$ cat src/rtl/clkgate_pkg.sv
package clkgate_pkg;
  localparam int RATIO_W   = 3;
  localparam int CNT_W     = 3;
  localparam int DIV_MIN   = 2;
  localparam int DIV_MAX   = 6;
  localparam int NUM_CODES = DIV_MAX - DIV_MIN + 1;

  // Map a ratio code to its divide value; undefined codes fall back to the slowest ratio.
  function automatic logic [CNT_W-1:0] ratio_decode(input logic [RATIO_W-1:0] code);
    if (int'(code) < NUM_CODES)
      return CNT_W'(code) + CNT_W'(DIV_MIN);
    else
      return CNT_W'(DIV_MAX);
  endfunction
endpackage

$ cat src/rtl/clk_sync2.sv
module clk_sync2 #(
  parameter logic RST_VAL = 1'b0
) (
  input  logic clk,
  input  logic rst_n,
  input  logic d,
  output logic q
);
  logic meta_q;

  always_ff @(posedge clk or negedge rst_n) begin
    if (!rst_n) begin
      meta_q <= RST_VAL;
      q      <= RST_VAL;
    end else begin
      meta_q <= d;
      q      <= meta_q;
    end
  end
endmodule

$ cat src/rtl/clk_ratio_div.sv
module clk_ratio_div
  import clkgate_pkg::*;
(
  input  logic               clk,
  input  logic               rst_n,
  input  logic [RATIO_W-1:0] ratio_sel,
  output logic               div_clk
);
  logic [CNT_W-1:0] cnt_q, cnt_n;
  logic [CNT_W-1:0] div_q, div_n;
  logic [CNT_W-1:0] hi_len;
  logic             wrap;

  always_comb begin
    wrap = (cnt_q == div_q - CNT_W'(1));
    if (wrap) begin
      cnt_n = '0;
      div_n = ratio_decode(ratio_sel);
    end else begin
      cnt_n = cnt_q + CNT_W'(1);
      div_n = div_q;
    end
    hi_len = div_n >> 1;
  end

  // Reset parks the counter on its last count so the first edge opens a fresh period.
  always_ff @(posedge clk or negedge rst_n) begin
    if (!rst_n) begin
      cnt_q   <= CNT_W'(DIV_MAX - 1);
      div_q   <= CNT_W'(DIV_MAX);
      div_clk <= 1'b0;
    end else begin
      cnt_q   <= cnt_n;
      div_q   <= div_n;
      div_clk <= (cnt_n < hi_len);
    end
  end
endmodule

$ cat src/rtl/clk_gate_lane.sv
module clk_gate_lane (
  input  logic clk,
  input  logic rst_n,
  input  logic base,
  input  logic en,
  output logic gclk
);
  logic run_q;

  // The run decision is refreshed only while the source is low, so a high phase is all or nothing.
  always_ff @(posedge clk or negedge rst_n) begin
    if (!rst_n) begin
      run_q <= 1'b0;
      gclk  <= 1'b0;
    end else begin
      if (!base) run_q <= en;
      gclk <= base & run_q;
    end
  end
endmodule

$ cat src/rtl/clk_gate_bank.sv
module clk_gate_bank #(
  parameter int LANES = 4
) (
  input  logic             clk,
  input  logic             rst_n,
  input  logic             base,
  input  logic [LANES-1:0] en,
  output logic [LANES-1:0] gclk
);
  for (genvar i = 0; i < LANES; i++) begin : g_lane
    clk_gate_lane u_lane (
      .clk   (clk),
      .rst_n (rst_n),
      .base  (base),
      .en    (en[i]),
      .gclk  (gclk[i])
    );
  end
endmodule

$ cat src/rtl/clk_fanout_gate.sv
module clk_fanout_gate
  import clkgate_pkg::*;
#(
  parameter int NUM_PCI     = 6,
  parameter int SDR_GRPS    = 3,
  parameter int SDR_PER_GRP = 4
) (
  input  logic                            clk_core,
  input  logic                            rst_n,
  input  logic                            pwrdn_n,
  input  logic                            tristate_req,
  input  logic [RATIO_W-1:0]              ratio_sel,
  input  logic [NUM_PCI-1:0]              pci_en,
  input  logic [SDR_GRPS-1:0]             sdram_grp_en,
  input  logic                            sdram_solo_en,
  input  logic                            host_free_en,
  input  logic                            host_gated_en,
  output logic [NUM_PCI-1:0]              pci_clk,
  output logic [SDR_GRPS*SDR_PER_GRP-1:0] sdram_clk,
  output logic                            sdram_solo_clk,
  output logic                            host_free_clk,
  output logic                            host_gated_clk,
  output logic                            clk_oe
);
  localparam int NUM_SDR   = SDR_GRPS * SDR_PER_GRP;
  localparam int SDR_LANES = NUM_SDR + 1;

  logic                 pd_run;
  logic                 tri_s;
  logic                 pci_base;
  logic                 host_base;
  logic [NUM_SDR-1:0]   sdr_en_x;
  logic [SDR_LANES-1:0] sdr_lane_en;
  logic [SDR_LANES-1:0] sdr_lane_clk;
  logic [1:0]           host_lane_en;
  logic [1:0]           host_lane_clk;

  clk_sync2 #(.RST_VAL(1'b1)) u_pd_sync (
    .clk(clk_core), .rst_n(rst_n), .d(pwrdn_n), .q(pd_run)
  );

  clk_sync2 #(.RST_VAL(1'b0)) u_tri_sync (
    .clk(clk_core), .rst_n(rst_n), .d(tristate_req), .q(tri_s)
  );

  clk_ratio_div u_pci_div (
    .clk(clk_core), .rst_n(rst_n), .ratio_sel(ratio_sel), .div_clk(pci_base)
  );

  always_ff @(posedge clk_core or negedge rst_n) begin
    if (!rst_n) host_base <= 1'b0;
    else        host_base <= ~host_base;
  end

  for (genvar g = 0; g < SDR_GRPS; g++) begin : g_grp
    assign sdr_en_x[g*SDR_PER_GRP +: SDR_PER_GRP] = {SDR_PER_GRP{sdram_grp_en[g] & pd_run}};
  end

  assign sdr_lane_en  = {sdram_solo_en & pd_run, sdr_en_x};
  assign host_lane_en = {host_free_en, host_gated_en & pd_run};

  clk_gate_bank #(.LANES(NUM_PCI)) u_pci_bank (
    .clk(clk_core), .rst_n(rst_n), .base(pci_base),
    .en(pci_en & {NUM_PCI{pd_run}}), .gclk(pci_clk)
  );

  clk_gate_bank #(.LANES(SDR_LANES)) u_sdr_bank (
    .clk(clk_core), .rst_n(rst_n), .base(host_base),
    .en(sdr_lane_en), .gclk(sdr_lane_clk)
  );

  clk_gate_bank #(.LANES(2)) u_host_bank (
    .clk(clk_core), .rst_n(rst_n), .base(host_base),
    .en(host_lane_en), .gclk(host_lane_clk)
  );

  assign sdram_clk      = sdr_lane_clk[NUM_SDR-1:0];
  assign sdram_solo_clk = sdr_lane_clk[NUM_SDR];
  assign host_gated_clk = host_lane_clk[0];
  assign host_free_clk  = host_lane_clk[1];
  assign clk_oe         = ~tri_s;
endmodule

$ cat config.mk
export PLATFORM = sky130hd
export DESIGN_NAME = clk_fanout_gate
export DESIGN_NICKNAME = d
export VERILOG_FILES = /design/src/rtl/clkgate_pkg.sv /design/src/rtl/clk_sync2.sv /design/src/rtl/clk_ratio_div.sv /design/src/rtl/clk_gate_lane.sv /design/src/rtl/clk_gate_bank.sv /design/src/rtl/clk_fanout_gate.sv
export SDC_FILE = /design/constraint.sdc
export NUM_CORES = 1
export LEC_CHECK = 0
export CORE_AREA = 4 4 83 100
export CTS_BUF_LIST = sky130_fd_sc_hd__clkbuf_8
export DETAILED_ROUTE_END_ITERATION = 16
export DIE_AREA = 0 0 87 104
export SLEW_MARGIN = 15
export SYNTH_ARGS = -nofsm -noshare
export SYNTH_HDL_FRONTEND = slang
export SYNTH_HIERARCHICAL = 1
export SYNTH_SLANG_ARGS = --single-unit
$ cat constraint.sdc
create_clock -name clk_core -period 2.8 [get_ports clk_core]
set_clock_uncertainty 0.2 [all_clocks]
set_input_delay 0.42 -clock clk_core [delete_from_list [all_inputs] [get_ports clk_core]]
set_output_delay 0.42 -clock clk_core [all_outputs]
set_load 0.005 [all_outputs]
==> flow_metrics.py <==
metrics = {
    "status": {
        "run_status": "complete, no violations",
    },
    "timing": {
        "worst_slew_margin": 0.665,
        "transition_time_at_the_pin_with_the_least_slew_margin_ns": 0.503,
        "timing.final.setup_violations": 0,
        "fmax_mhz": 403,
        "grt_setup_unrepaired": "no",
        "finalHoldViolCount": 0,
        "slew_viol_final": 0,
        "period_minus_slack_ns": 2.48,
        "setup_tns_ns": 0,
        "final_min_period_over_clock_period": 0.887,
    },
    "floorplan": {
        "placeable_area_um2": 7270,
        "placementRows": 34,
        "die_area_um2": 9050,
        "floorplan.initialDensity": 0.297,
        "pin_count": 41,
        "die_w_um": 87,
        "die_outline_height_um": 104,
    },
    "synth": {
        "ys_seq_elements": 54,
        "postSynth.topFlopCell": "sky130_fd_sc_hd__dfrtp_1",
        "yosysWarnings": 6,
        "synth_cells": 135,
        "synth_area_um2": 2160,
        "post_synth.cell_area_avg_um2": 16.0,
        "post_synth_num_cell_types": 19,
        "synth_edf_count": 0,
        "synth_seq_area_share": 0.628,
        "synth.net_count": 157,
        "async_flop_share": 1.00,
    },
    "run": {
        "max_cap_violations": 0,
    },
    "routing": {
        "vias_per_cell": 4.07,
        "first_pass_iters": 3,
        "detail_route.drc_violations": 0,
        "post_drt_wl_per_cell_um": 12.4,
        "via_count": 1122,
        "drtAntennaViolNets": 0,
        "drt_wl_total_mm": 3.42,
        "drt_iter0_markers": 40,
    },
    "power_and_ir_drop": {
        "peakVddDrop_mv": 0.349,
        "post-layout-total-power_mw": 2.27,
        "powerDensity_nw_per_um2": 801,
        "p_leak_nw": 1.38,
    },
    "clock_tree": {
        "post-cts-setup-buffers": 0,
        "cts_htree_levels": 2,
        "worstSkewPairLatency_ns": 0.29,
        "cts_made_buffers": 5,
        "ctsLongestPathBuffers": 2,
        "cts.reportedPaths.clkPinSlew_ns": 0.09,
        "cts_sinks": 54,
        "tritoncts": "built",
        "root_buffer": "sky130_fd_sc_hd__clkbuf_8",
        "cts_repair_resize_count": 0,
    },
    "grt": {
        "grt_usage": 0.0820,
        "grt_first_pass_wirelength_mm": 5.89,
        "grt_max_degree": 29,
        "number_of_antenna_violations_at_the_first_check_in_global_routing": 0,
        "first_global_vias": 1246,
        "grt.overflow.total": 0,
    },
    "worst_setup_path": {
        "setup.worst_path.end_class": "register",
        "regToRegSetupSlack_ns": 0.32,
        "max_stage_delay_ns": 0.54,
        "critical_path.top_delay_family": "adder cells",
        "worst_path_max_delay_cell": "sky130_fd_sc_hd__dfstp_2",
        "crit_chain": "inv_1, ha_1, xor2_2, nand3_4, and2_1, ha_1, a211oi_1, mux2_4",
        "worst-path-buf-inv": 1,
        "critPathCapture": "u_pci_div/div_clk",
        "cp_common_cell": "sky130_fd_sc_hd__ha_1",
        "launching_element_type_of_the_critical_path": "register",
        "timing.critical_path.from": "u_pci_div/div_q[1]",
        "cp.depth": 8,
        "rr_endpoint": "u_pci_div/div_clk",
        "arrival_ns": 2.52,
        "timing.reg2reg.worst_path_depth": 8,
        "required_ns": 2.84,
        "critical_path_class": "reg2reg",
        "regToRegStartpoint": "u_pci_div/div_q[1]",
        "critical_path_peak_fanout": 7,
    },
    "placement": {
        "gp_congestion": 0.695,
        "placement.io_buffers": 40,
        "place_hpwl_mm": 2.42,
        "placed_cells_incl_taps": 267,
    },
    "cells_and_area": {
        "fillerInstances": 687,
        "flow.area_growth_from_synthesis_pct": 31.1,
        "most-common-layout-cells": "sky130_fd_sc_hd__dfrtp_1 (48), sky130_fd_sc_hd__clkdlybuf4s50_1 (39), sky130_fd_sc_hd__mux2_4 (23)",
        "drive_gt1_frac": 0.360,
        "layout.cells.most_common": "sky130_fd_sc_hd__dfrtp_1",
        "fin_nets": 207,
        "layoutNonFillerInstCount": 276,
        "n_antenna_cell": 0,
    },
    "min_path": {
        "worstHoldPathType": "reg2reg",
    },
}
[worst reg2reg max path, stage by stage, from the launching register on]
cell	delay (ns)
sky130_fd_sc_hd__dfstp_2	0.54
sky130_fd_sc_hd__inv_1	0.05
sky130_fd_sc_hd__ha_1	0.32
sky130_fd_sc_hd__xor2_2	0.21
sky130_fd_sc_hd__nand3_4	0.15
sky130_fd_sc_hd__and2_1	0.22
sky130_fd_sc_hd__ha_1	0.31
sky130_fd_sc_hd__a211oi_1	0.24
sky130_fd_sc_hd__mux2_4	0.19
[repair_timing]
item                                    CTS  global route
hold buffers                              1             0
endpoints found under the setup margin    0             0
hold endpoints to repair                 14             0
[cell families (layout without fill, tap and decap cells)]
family          after synthesis  after routing  synth area share
buf+inv                       6             57            0.0139
simple gates                 39             39             0.128
xor+xnor                      4              4            0.0301
flops                        54             54             0.628
mux                          26             26             0.174
compound gates                3              3           0.00868
fa+ha+maj                     3              3            0.0174
[routing by layer]
layer | vias to the layer above | global-route usage | part of all wire
li1 | 534 | - | -
met1 | 558 | 0.104 | 0.44
met2 | 28 | 0.130 | 0.50
met3 | 2 | 0.0277 | 0.060
met4 | 0 | 0.0267 | 0.0056
met5 | - | 0 | 0
[power by group]
group | leakage, nW | switching, mW | total, mW | internal [mW]
Combinational | 0.616 | 0.241 | 0.623 | 0.382
Clock | 0.0714 | 0.241 | 0.623 | 0.381
Sequential | 0.696 | 0.102 | 1.02 | 0.921
Total | 1.38 | 0.585 | 2.27 | 1.68
[registers in the layout, indices dropped and copies added, names as in the netlist]
signal and cells:
host_base 1, u_host_bank/g_lane.u_lane/gclk 2, u_host_bank/g_lane.u_lane/run_q 2, u_pci_bank/g_lane.u_lane/gclk 6, u_pci_bank/g_lane.u_lane/run_q 6, u_pci_div/cnt_q 3
u_pci_div/div_clk 1, u_pci_div/div_q 3, u_pd_sync/meta_q 1, u_pd_sync/q 1, u_sdr_bank/g_lane.u_lane/gclk 13, u_sdr_bank/g_lane.u_lane/run_q 13
u_tri_sync/meta_q 1, u_tri_sync/q 1
[cells in the mapped netlist, types with 2 or more instances]
cell type,number,share of area
sky130_fd_sc_hd__xor2_2,2,0.015
sky130_fd_sc_hd__dfstp_2,6,0.073
sky130_fd_sc_hd__inv_1,5,0.0087
sky130_fd_sc_hd__ha_1,3,0.017
sky130_fd_sc_hd__mux2i_1,3,0.014
sky130_fd_sc_hd__nand2_1,2,0.0035
sky130_fd_sc_hd__mux2_4,23,0.16
sky130_fd_sc_hd__and2_1,13,0.038
sky130_fd_sc_hd__and2_2,21,0.073
sky130_fd_sc_hd__dfrtp_1,48,0.56
[layout make-up]
type | count | area (um^2) | share of cell area
repair buffers | 44 | 428 | 0.151
flip-flops and latches | 54 | 1360 | 0.479
clock inverters | 2 | 60.1 | 0.0212
multi-input cells | 75 | 773 | 0.273
clock buffers | 6 | 82.6 | 0.0291
well taps | 90 | 113 | 0.0397
inverters | 5 | 18.8 | 0.00662
[worst min path at each step]
stage | depth (start not counted) | slack [ns] | from | to
after CTS | 0 | 0.17 | u_pd_sync/meta_q | u_pd_sync/q
after floorplan | 0 | -0.08 | rst_n | host_base
final | 0 | 0.16 | u_pd_sync/meta_q | u_pd_sync/q
after detailed placement | 0 | 0.15 | u_tri_sync/meta_q | u_tri_sync/q
after global placement | 0 | 0.14 | u_tri_sync/meta_q | u_tri_sync/q
after global routing | 0 | 0.17 | u_tri_sync/meta_q | u_tri_sync/q
[per-stage QoR]
| step | utilization | setup WS (ns) | area (um^2) | hold slack (ns) |
|---|---|---|---|---|
| floorplan | - | 0.511 | 2160 | -0.0756 |
| global placement | 0.369 | 0.474 | 2680 | 0.138 |
| detailed placement | 0.369 | 0.370 | 2680 | 0.146 |
| CTS | 0.390 | 0.347 | 2830 | 0.167 |
| global route | 0.390 | 0.213 | 2830 | 0.173 |
| finish | 0.390 | 0.317 | 2830 | 0.163 |
No activity file was read; power rests on OpenSTA's default activity.
